==> src/rtl/sltm_pkg.sv <==
package sltm_pkg;
  localparam int REG_W  = 32;
  localparam int NCMP   = 2;
  localparam int NFLAG  = NCMP + 1;
  localparam int EXP_W  = 3;

  typedef enum logic [2:0] {
    OFS_CTRL   = 3'd0,
    OFS_MASK   = 3'd1,
    OFS_STATUS = 3'd2,
    OFS_CMPA   = 3'd3,
    OFS_CMPB   = 3'd4,
    OFS_COUNT  = 3'd5
  } reg_ofs_e;

  localparam int BIT_SRC   = 0;
  localparam int BIT_EN    = 1;
  localparam int BIT_EXP   = 4;
  localparam int BIT_PAUSE = 10;
endpackage

==> src/rtl/sltm_prescale.sv <==
module sltm_prescale #(
  parameter int PRE_W = 5,
  parameter int EXP_W = 3
) (
  input  logic             clk,
  input  logic             rst,
  input  logic             restart,
  input  logic             en,
  input  logic             src_sel,
  input  logic             tick_ext,
  input  logic             tick_rc,
  input  logic             pause,
  input  logic             halt,
  input  logic [EXP_W-1:0] exp_n,
  output logic             step
);
  logic [PRE_W-1:0] pc_q;
  logic [PRE_W-1:0] limit;
  logic             live;
  logic             tick_sel;

  always_comb begin
    tick_sel = src_sel ? tick_ext : tick_rc;
    live     = en && tick_sel && !(pause && halt) && !restart;
    if (int'(exp_n) >= PRE_W) limit = '1;
    else limit = PRE_W'((1 << exp_n) - 1);
    step = live && (pc_q == limit);
  end

  always_ff @(posedge clk) begin
    if (rst || restart) pc_q <= '0;
    else if (live) pc_q <= (pc_q == limit) ? '0 : pc_q + 1'b1;
  end
endmodule

==> src/rtl/sltm_counter.sv <==
module sltm_counter #(
  parameter int CNT_W = 32
) (
  input  logic             clk,
  input  logic             rst,
  input  logic             step,
  output logic [CNT_W-1:0] cnt,
  output logic [CNT_W-1:0] cnt_nxt,
  output logic             wrap
);
  always_comb begin
    cnt_nxt = cnt + 1'b1;
    wrap    = step && (&cnt);
  end

  always_ff @(posedge clk) begin
    if (rst) cnt <= '0;
    else if (step) cnt <= cnt_nxt;
  end
endmodule

==> src/rtl/sltm_events.sv <==
module sltm_events #(
  parameter int CNT_W = 32,
  parameter int NCMP  = 2,
  localparam int NF   = NCMP + 1
) (
  input  logic                       clk,
  input  logic                       rst,
  input  logic                       step,
  input  logic                       wrap,
  input  logic [CNT_W-1:0]           cnt_nxt,
  input  logic [NCMP-1:0][CNT_W-1:0] cmp,
  input  logic                       clr_en,
  input  logic [NF-1:0]              clr_bits,
  input  logic [NF-1:0]              mask_nxt,
  output logic [NF-1:0]              flags,
  output logic                       irq
);
  logic [NF-1:0] set_v;
  logic [NF-1:0] flags_d;

  assign set_v[0] = wrap;
  for (genvar i = 0; i < NCMP; i++) begin : g_cmp
    assign set_v[i+1] = step && (cnt_nxt == cmp[i]);
  end

  always_comb begin
    flags_d = flags;
    if (clr_en) flags_d = flags_d & ~clr_bits;
    flags_d = flags_d | set_v;
  end

  always_ff @(posedge clk) begin
    if (rst) begin
      flags <= '0;
      irq   <= 1'b0;
    end else begin
      flags <= flags_d;
      irq   <= |(flags_d & mask_nxt);
    end
  end
endmodule

==> src/rtl/sleep_tick_timer.sv <==
module sleep_tick_timer
  import sltm_pkg::*;
#(
  parameter int CNT_W  = 32,
  parameter int PRE_W  = 5,
  parameter int ADDR_W = 3
) (
  input  logic              clk,
  input  logic              rst,
  input  logic              tick_ext,
  input  logic              tick_rc,
  input  logic              dbg_halt,
  input  logic              bus_sel,
  input  logic              bus_wr,
  input  logic [ADDR_W-1:0] bus_addr,
  input  logic [REG_W-1:0]  bus_wdata,
  output logic [REG_W-1:0]  bus_rdata,
  output logic              irq
);
  logic             ctrl_src, ctrl_en, ctrl_pause;
  logic [EXP_W-1:0] ctrl_exp;
  logic [NFLAG-1:0] mask_q, mask_d, flags_q;
  logic [NCMP-1:0][CNT_W-1:0] cmp_q;
  logic [CNT_W-1:0] cnt_q, cnt_nxt;
  logic             step, wrap;
  logic             wr_ctrl, wr_mask, wr_stat, rd_req;

  always_comb begin
    wr_ctrl = bus_sel && bus_wr && (bus_addr == ADDR_W'(OFS_CTRL));
    wr_mask = bus_sel && bus_wr && (bus_addr == ADDR_W'(OFS_MASK));
    wr_stat = bus_sel && bus_wr && (bus_addr == ADDR_W'(OFS_STATUS));
    rd_req  = bus_sel && !bus_wr;
    mask_d  = wr_mask ? bus_wdata[NFLAG-1:0] : mask_q;
  end

  always_ff @(posedge clk) begin
    if (rst) begin
      ctrl_src   <= 1'b0;
      ctrl_en    <= 1'b0;
      ctrl_pause <= 1'b0;
      ctrl_exp   <= '0;
      mask_q     <= '0;
    end else begin
      mask_q <= mask_d;
      if (wr_ctrl) begin
        ctrl_src   <= bus_wdata[BIT_SRC];
        ctrl_en    <= bus_wdata[BIT_EN];
        ctrl_pause <= bus_wdata[BIT_PAUSE];
        ctrl_exp   <= bus_wdata[BIT_EXP +: EXP_W];
      end
    end
  end

  for (genvar c = 0; c < NCMP; c++) begin : g_cmpreg
    always_ff @(posedge clk) begin
      if (rst) cmp_q[c] <= '0;
      else if (bus_sel && bus_wr && (bus_addr == ADDR_W'(int'(OFS_CMPA) + c)))
        cmp_q[c] <= bus_wdata[CNT_W-1:0];
    end
  end

  sltm_prescale #(.PRE_W(PRE_W), .EXP_W(EXP_W)) u_pre (
    .clk(clk), .rst(rst), .restart(wr_ctrl), .en(ctrl_en), .src_sel(ctrl_src),
    .tick_ext(tick_ext), .tick_rc(tick_rc), .pause(ctrl_pause), .halt(dbg_halt),
    .exp_n(ctrl_exp), .step(step)
  );

  sltm_counter #(.CNT_W(CNT_W)) u_cnt (
    .clk(clk), .rst(rst), .step(step), .cnt(cnt_q), .cnt_nxt(cnt_nxt), .wrap(wrap)
  );

  sltm_events #(.CNT_W(CNT_W), .NCMP(NCMP)) u_evt (
    .clk(clk), .rst(rst), .step(step), .wrap(wrap), .cnt_nxt(cnt_nxt), .cmp(cmp_q),
    .clr_en(wr_stat), .clr_bits(bus_wdata[NFLAG-1:0]), .mask_nxt(mask_d),
    .flags(flags_q), .irq(irq)
  );

  always_ff @(posedge clk) begin
    if (rst) bus_rdata <= '0;
    else if (rd_req) begin
      bus_rdata <= '0;
      case (bus_addr)
        ADDR_W'(OFS_CTRL): begin
          bus_rdata[BIT_SRC]             <= ctrl_src;
          bus_rdata[BIT_EN]              <= ctrl_en;
          bus_rdata[BIT_PAUSE]           <= ctrl_pause;
          bus_rdata[BIT_EXP +: EXP_W]    <= ctrl_exp;
        end
        ADDR_W'(OFS_MASK):   bus_rdata[NFLAG-1:0] <= mask_q;
        ADDR_W'(OFS_STATUS): bus_rdata[NFLAG-1:0] <= flags_q;
        ADDR_W'(OFS_CMPA):   bus_rdata[CNT_W-1:0] <= cmp_q[0];
        ADDR_W'(OFS_CMPB):   bus_rdata[CNT_W-1:0] <= cmp_q[1];
        ADDR_W'(OFS_COUNT):  bus_rdata[CNT_W-1:0] <= cnt_q;
        default:             bus_rdata <= '0;
      endcase
    end
  end
endmodule

==> config.mk <==
export PLATFORM = sky130hd
export DESIGN_NAME = sleep_tick_timer
export DESIGN_NICKNAME = d
export VERILOG_FILES = /design/src/rtl/sltm_pkg.sv /design/src/rtl/sltm_prescale.sv /design/src/rtl/sltm_counter.sv /design/src/rtl/sltm_events.sv /design/src/rtl/sleep_tick_timer.sv
export SDC_FILE = /design/constraint.sdc
export NUM_CORES = 1
export LEC_CHECK = 0
export CORE_ASPECT_RATIO = 1.5
export CORE_MARGIN = 4
export CORE_UTILIZATION = 35
export CTS_CLUSTER_SIZE = 16
export DETAILED_ROUTE_END_ITERATION = 8
export PLACE_DENSITY_LB_ADDON = 0.12
export SKIP_LAST_GASP = 1
export SYNTH_ARGS = -nofsm -noshare
export SYNTH_HDL_FRONTEND = slang
export SYNTH_SLANG_ARGS = --single-unit
==> constraint.sdc <==
create_clock -name clk -period 2.85 [get_ports clk]
set_input_delay 0.4275 -clock clk [delete_from_list [all_inputs] [get_ports clk]]
set_output_delay 0.4275 -clock clk [all_outputs]
set_load 0.01 [all_outputs]
### Yosys cells after proc, flatten, opt, wreduce, memory -nomap -nowiden

Index checks and enable logic that the tools add are counted.

| word-level totals | value |
|---|---|
| register bits after elaboration | 146 |
| latch bits | 0 |
| RAM bits | 0 |
| bits in read-only memories | 0 |
| memories | 0 |

| operators by class | value |
|---|---|
| add/subtract/negate cells | 3 |
| $mul | 0 |
| divide/modulo/power cells | 0 |
| magnitude comparators | 1 |
| eq/ne operators | 8 |
| shift operators | 1 |
| mux-type cells | 12 |
| bitwise gates (word level) | 4 |
| reduce and logical (&&, ||, !) cells | 22 |

Operators by type and width:

| kind | count |
|---|---|
| $eq A32 B32 Y1 | 2 |
| $pmux W21 S3 | 1 |
| $add A32 B1 Y32 const B | 1 |
| $reduce_and A32 Y1 | 1 |
| $logic_and A1 B1 Y1 | 15 |
| $pmux W2 S6 | 1 |
| $pmux W3 S4 | 1 |
| $mux W5 | 2 |
| $pmux W3 S3 | 1 |
| $and A3 B3 Y3 | 2 |
| $eq A3 B2 Y1 const B | 2 |
| $eq A3 B3 Y1 const B | 2 |
| $mux W3 | 2 |
| $add A5 B1 Y5 const B | 1 |
| $eq A5 B5 Y1 | 1 |
| $pmux W1 S5 | 1 |
| $shl A1 B3 Y5 const A | 1 |
| $sub A5 B2 Y5 const B | 1 |
| $pmux W1 S4 | 1 |
| $eq A3 B1 Y1 const B | 1 |
| $ge A3 B3 Y1 const B | 1 |
| $logic_not A1 Y1 | 3 |
| $logic_not A3 Y1 | 1 |
| $not A3 Y3 | 1 |
| other kinds (5) | 5 |

### Longest topological paths before layout

| logic depth | value |
|---|---|
| depth after elaboration | 9 |
| mapped depth | 11 |

### Hierarchy

Synthesis repeated with hierarchy kept, for this count alone.

| second synthesis, totals | value |
|---|---|
| cell total of the unflattened synthesis | 977 |
| area, all modules | 8282.9 um2 |

By module, submodules not included:

| module | instances | cells each | area an instance (um2) |
|---|---|---|---|
| sleep_tick_timer | 1 | 545 | 4820.9 |
| sltm_counter | 1 | 263 | 2077.0 |
| sltm_events | 1 | 111 | 889.6 |
| sltm_prescale | 1 | 58 | 495.5 |

### Worst setup path after synthesis

Ideal clock, no wire load.

| timing | value |
|---|---|
| kind | reg-to-reg |
| start | register u_cnt.cnt[1] |
| end | register u_evt.irq |
| setup time | 0.087 ns |
| data arrival time | 2.685 ns |
| data required time | 2.763 ns |
| setup slack | 0.078 ns |
| cell stages (with the launch flop) | 12 |
| path buffers | 2 |
| period minus slack after synthesis | 2.772 ns |
| path through | dfxtp_1 > ha_1 > buf_2 > nand3_1 > or4_1 > clkbuf_1 > nor4_2 > xnor2_1 > o221ai_1 > a2111oi_0 > a31oi_1 > o31ai_1 |

| on the way | value |
|---|---|
| longest elaborated chain between the ends | 6 |

RTL lines:

| what | RTL line | text |
|---|---|---|
| start: declaration | sltm_counter.sv:7 | `output logic [CNT_W-1:0] cnt,` |
| start signal: assignment | sltm_counter.sv:18 | `else if (step) cnt <= cnt_nxt;` |
| $add A32 B1 Y32 | sltm_counter.sv:12 | `cnt_nxt = cnt + 1'b1;` |
| $eq A32 B32 Y1 | sltm_events.sv:23 | `assign set_v[i+1] = step && (cnt_nxt == cmp[i]);` |
| $logic_and A1 B1 Y1 | sltm_events.sv:23 |  |
| $or A3 B3 Y3 (*) | sltm_events.sv:29 | `flags_d = flags_d \| set_v;` |
| $and A3 B3 Y3 (*) | sltm_events.sv:38 | `irq <= \|(flags_d & mask_nxt);` |
| $reduce_or A3 Y1 (*) | sltm_events.sv:38 |  |
| end signal: assignment | sltm_events.sv:38 |  |
| end: declaration | sltm_events.sv:16 | `output logic irq` |

Mark *: on every way between the ends. The rest lies on a longest branch, timed or not.
A chain may end at the register's enable or synchronous reset.

### Final worst setup path

| timing | value |
|---|---|
| start | register u_cnt.cnt[2] |
| end | register u_evt.irq |

Same word-level chain as after synthesis.

==> out/summary.log <==
INFO  timing         fmaxAchievable=363.1MHz
INFO  place          place.gp.congestion=0.9824
INFO  global_routing first_global_vias=8325
INFO  worst_setup_path register_to_register_setup_slack=0.1ns
INFO  die            fp.dieH=199.6microns
INFO  worst_setup_path crit_slowest_cell=sky130_fd_sc_hd__or3_4
INFO  clock_tree     level_count_of_the_clock_h_tree=4
INFO  worst_setup_path setup.worst_path.start=u_cnt.cnt[2]$_SDFFE_PP0P_
INFO  timing         finalHoldViolCount=0
INFO  power          fin_total_pwr=4.851mW
INFO  routing        vias=8784
INFO  timing         tightest_slew=0.6574ns
INFO  clock_tree     tritoncts=done
INFO  global_routing grt_antenna_before_repair=0
INFO  yosys          postSynthCellCount=1132
INFO  yosys          synth.avg_cell_area=7.567squm
INFO  place          portBuffers=74
INFO  clock_tree     clock_buffers_created_by_tritoncts=17
INFO  timing         report.final.setup_viol=0
INFO  worst_setup_path worstReg2RegStart=u_cnt.cnt[2]$_SDFFE_PP0P_
INFO  worst_setup_path criticalPathCategory=reg -> reg
INFO  final_layout   final_cell_mix=200 x sky130_fd_sc_hd__nand2_1, 143 x sky130_fd_sc_hd__buf_4, 136 x sky130_fd_sc_hd__dfxtp_1, 98 x sky130_fd_sc_hd__nor2_1, 93 x sky130_fd_sc_hd__a21oi_1
INFO  power          power_leakage=4.149nW
INFO  worst_setup_path critical_path.cell_chain=nand4_1, buf_6, or3_4, buf_4, buf_4, nor3_4, mux2i_1, o2111ai_2, a2111oi_2, buf_4, a31oi_1, o31ai_1
INFO  yosys          synthesis.area=8566squm
INFO  final_layout   final_common_cell=sky130_fd_sc_hd__nand2_1
INFO  global_routing global_route_wire_length_before_repair=49.31mm
INFO  timing         clock_skew=0.01355ns
INFO  routing        number_of_search_and_repair_iterations_in_the_first_detailed_routing_pass=5
INFO  worst_setup_path worst_setup_path_endpoint=u_evt.irq$_SDFF_PP0_
INFO  clock_tree     clock_sink_count=146
INFO  worst_setup_path worstPathRequired=3.20ns
INFO  die            design.die.area=27090squm
INFO  clock_tree     clock_latency=0.44ns
INFO  yosys          synth-seq-cells=146
INFO  timing         finalCriticalPeriod=2.754ns
INFO  worst_setup_path slowest_delay=0.42ns
INFO  place          post_dp_cell_area=10390squm
INFO  worst_setup_path worst_setup_path_start_kind=flop
INFO  final_layout   antenna_cells_inserted=0
INFO  global_routing grt_use_total=24.04%
INFO  final_layout   final_area=11530squm
INFO  routing        route.detailed.wl_per_inst=20.12microns
INFO  worst_hold_path hp-class=in -> reg
INFO  global_routing grt_start_max_net_pins=52
INFO  status         outcome=finished clean
INFO  worst_setup_path critical_path_arrival=3.11ns
INFO  routing        viasPerCell=5.446
INFO  routing        drt-initial-drc-count=637
INFO  timing         grt_setup_unrepaired=yes
INFO  routing        detail-route-antenna-nets=0
INFO  yosys          yosys_most_used_dff=sky130_fd_sc_hd__dfxtp_1
INFO  yosys          asyncSetResetFlopFracSynth=0%
INFO  die            initial_util=35.82%
INFO  yosys          yosys_warnings=0
INFO  die            std_cell_rows=69
INFO  yosys          synth_sequential_area_ratio=34.12%
INFO  worst_setup_path r2r-end=u_evt.irq$_SDFF_PP0_
INFO  final_layout   share_of_cells_above_drive_strength_1=20.63%
INFO  worst_setup_path rr_worst_depth=12
INFO  worst_setup_path timing.critical_path.mode_cell=sky130_fd_sc_hd__buf_4
INFO  clock_tree     clock_tree.root_cell=sky130_fd_sc_hd__clkbuf_16
INFO  final_layout   layout.nets=1329
INFO  die            fp.coreArea=23910squm
INFO  timing         timing.max_slew.rel_slack=55.71%
INFO  yosys          yosysUniqueCellTypes=69
INFO  timing         timing.final.max_slew_violations=0
INFO  die            io_pins=75
INFO  clock_tree     holdBufCountCts=0
INFO  die            die_x=135.7microns
INFO  yosys          number_of_enable_flip_flop_cells_after_synthesis=0
INFO  power          worst_ir_drop_vdd=0.0004368V
INFO  timing         final_min_period_over_clock_period=96.64%
INFO  final_layout   utilization=48.22%
INFO  clock_tree     clockBufferDepth=2
INFO  power          power-per-cell-area=420.7nW/um^2
INFO  final_layout   layout-area-overhead-vs-synth=34.63%
INFO  place          place.detailed.hpwl=24.11mm
INFO  routing        routed_wl=32.46mm
INFO  worst_setup_path worstPathMaxFanout=4
INFO  worst_setup_path crit_path_end_kind=flop
INFO  yosys          postSynthNetCount=1178
INFO  routing        drc_errors=0
INFO  run            maxCapViolCount=0
INFO  clock_tree     clk_transition_reported_paths=0.07ns
INFO  global_routing grt_overflow=0
## registers in the layout (all words and copies together) (netlist names), 3 cells and up
signal,cells
bus_rdata,32
cmp_q,64
ctrl_exp,3
mask_q,3
u_cnt.cnt,32
u_evt.flags,3
u_pre.pc_q,5
## power breakdown
| part | switching (mW) | internal [mW] |
|---|---|---|
| Clock | 0.918 | 1.56 |
| Sequential | 0.0182 | 2.05 |
| Combinational | 0.180 | 0.119 |
| Total | 1.12 | 3.73 |
## routing by layer
| metal | track usage (%) | wire, microns | up-vias | share of wire, % |
|---|---|---|---|---|
| met4 | 10.35 | 1130 | 0 | 3.5 |
| met3 | 3.451 | 1014 | 63 | 3.1 |
| met2 | 44.11 | 17140 | 203 | 53 |
| met1 | 27.57 | 13180 | 4210 | 41 |
| li1 | - | - | 4308 | - |
| met5 | 0 | 0 | - | 0 |
## Yosys cell counts, types with 4 or more instances
master,instances,area [sq um]
sky130_fd_sc_hd__clkbuf_1,66,247.7
sky130_fd_sc_hd__xnor2_1,47,411.6
sky130_fd_sc_hd__nor4_2,4,50.05
sky130_fd_sc_hd__nand2b_1,11,68.82
sky130_fd_sc_hd__nand2_1,202,758.2
sky130_fd_sc_hd__and2_1,4,25.02
sky130_fd_sc_hd__nor3b_1,4,30.03
sky130_fd_sc_hd__o22ai_1,5,31.28
sky130_fd_sc_hd__buf_4,4,30.03
sky130_fd_sc_hd__mux2i_1,25,250.2
sky130_fd_sc_hd__a21oi_1,93,465.5
sky130_fd_sc_hd__dfxtp_1,146,2923
sky130_fd_sc_hd__or4_1,9,67.56
sky130_fd_sc_hd__xor2_1,35,306.5
sky130_fd_sc_hd__buf_1,5,18.77
sky130_fd_sc_hd__o31ai_1,5,37.54
sky130_fd_sc_hd__a22oi_1,64,480.5
sky130_fd_sc_hd__a2111oi_0,4,35.03
sky130_fd_sc_hd__o2111ai_1,5,43.79
sky130_fd_sc_hd__and4_1,6,52.55
sky130_fd_sc_hd__a211oi_1,4,30.03
sky130_fd_sc_hd__nand3_1,25,125.1
sky130_fd_sc_hd__ha_1,4,50.05
sky130_fd_sc_hd__and3_1,11,68.82
sky130_fd_sc_hd__nor3_1,26,130.1
sky130_fd_sc_hd__nand4_1,23,143.9
sky130_fd_sc_hd__buf_2,19,95.09
sky130_fd_sc_hd__nor4_1,12,75.07
sky130_fd_sc_hd__o21ai_0,54,270.3
sky130_fd_sc_hd__nor2b_1,11,68.82
sky130_fd_sc_hd__a31oi_1,12,75.07
sky130_fd_sc_hd__nor2_1,101,379.1
sky130_fd_sc_hd__inv_1,12,45.04
sky130_fd_sc_hd__or3_1,13,81.33
## cell families (layout without fill, tap and decap cells)
logic type	after synthesis	in the layout	synth area share, %
AOI/OAI and AO/OA	275	275	20.13
xor gates and xnor gates	84	84	8.925
adders and majority gates	4	4	0.5843
buffers and inverters	109	271	5.492
DFF	146	146	34.12
muxes	28	28	3.316
and+or+nand+nor	486	486	27.43
## final cells by class
cell class,instances,area [sq um]
clock buffers,19,442.9
fillers,2433,12380
clock inverters,11,186.4
repair buffers,229,1971
inverters,12,45.04
well taps,319,399.1
multi-input cells,877,5553
flip-flops and latches,146,2935
## stage by stage
step / cells / hold slack, ns / TNS [ns] / setup slack, ns
after global placement: 1571 / 0.4648 / -0.6976 / -0.2341
final: 1613 / 0.4068 / 0 / 0.09578
after global routing: 1613 / 0.4206 / -0.05344 / -0.05344
after detailed placement: 1571 / 0.4697 / -1.239 / -0.2385
after floorplan: 1132 / 0.4450 / 0 / 0.07838
after CTS: 1608 / 0.3811 / 0 / 0.0009492
## how the worst min path moves through the flow
stage / cells past startpoint / start / end / slack [ns]
2_1_floorplan: 2 / u_evt.flags[2]$_SDFF_PP0_ / u_evt.flags[2]$_SDFF_PP0_ / 0.44
3_3_place_gp: 2 / cmp_q[23]$_SDFFE_PP0P_ / cmp_q[23]$_SDFFE_PP0P_ / 0.46
3_5_place_dp: 2 / cmp_q[23]$_SDFFE_PP0P_ / cmp_q[23]$_SDFFE_PP0P_ / 0.47
4_1_cts: 2 / rst / u_cnt.cnt[31]$_SDFFE_PP0P_ / 0.38
5_1_grt: 2 / rst / bus_rdata[27]$_SDFFE_PP0P_ / 0.42
6_report: 2 / rst / u_evt.flags[1]$_SDFF_PP0_ / 0.41
## critical path, delay by kind of cell (launching register included)
kind,cells,cell delay [ns]
AOI/OAI and AO/OA,4,0.68
muxes,1,0.29
buffers and inverters,4,0.63
DFF,1,0.34
and+or+nand+nor,3,0.73
## timing repair
action | CTS | global route
pin swaps | 13 | 26
setup endpoints to repair | 3 | 3
cloned | 1 | 0
setup buffers | 6 | 5
resized for setup | 28 | 57
Note: power is estimated with default switching activity, not from simulation.
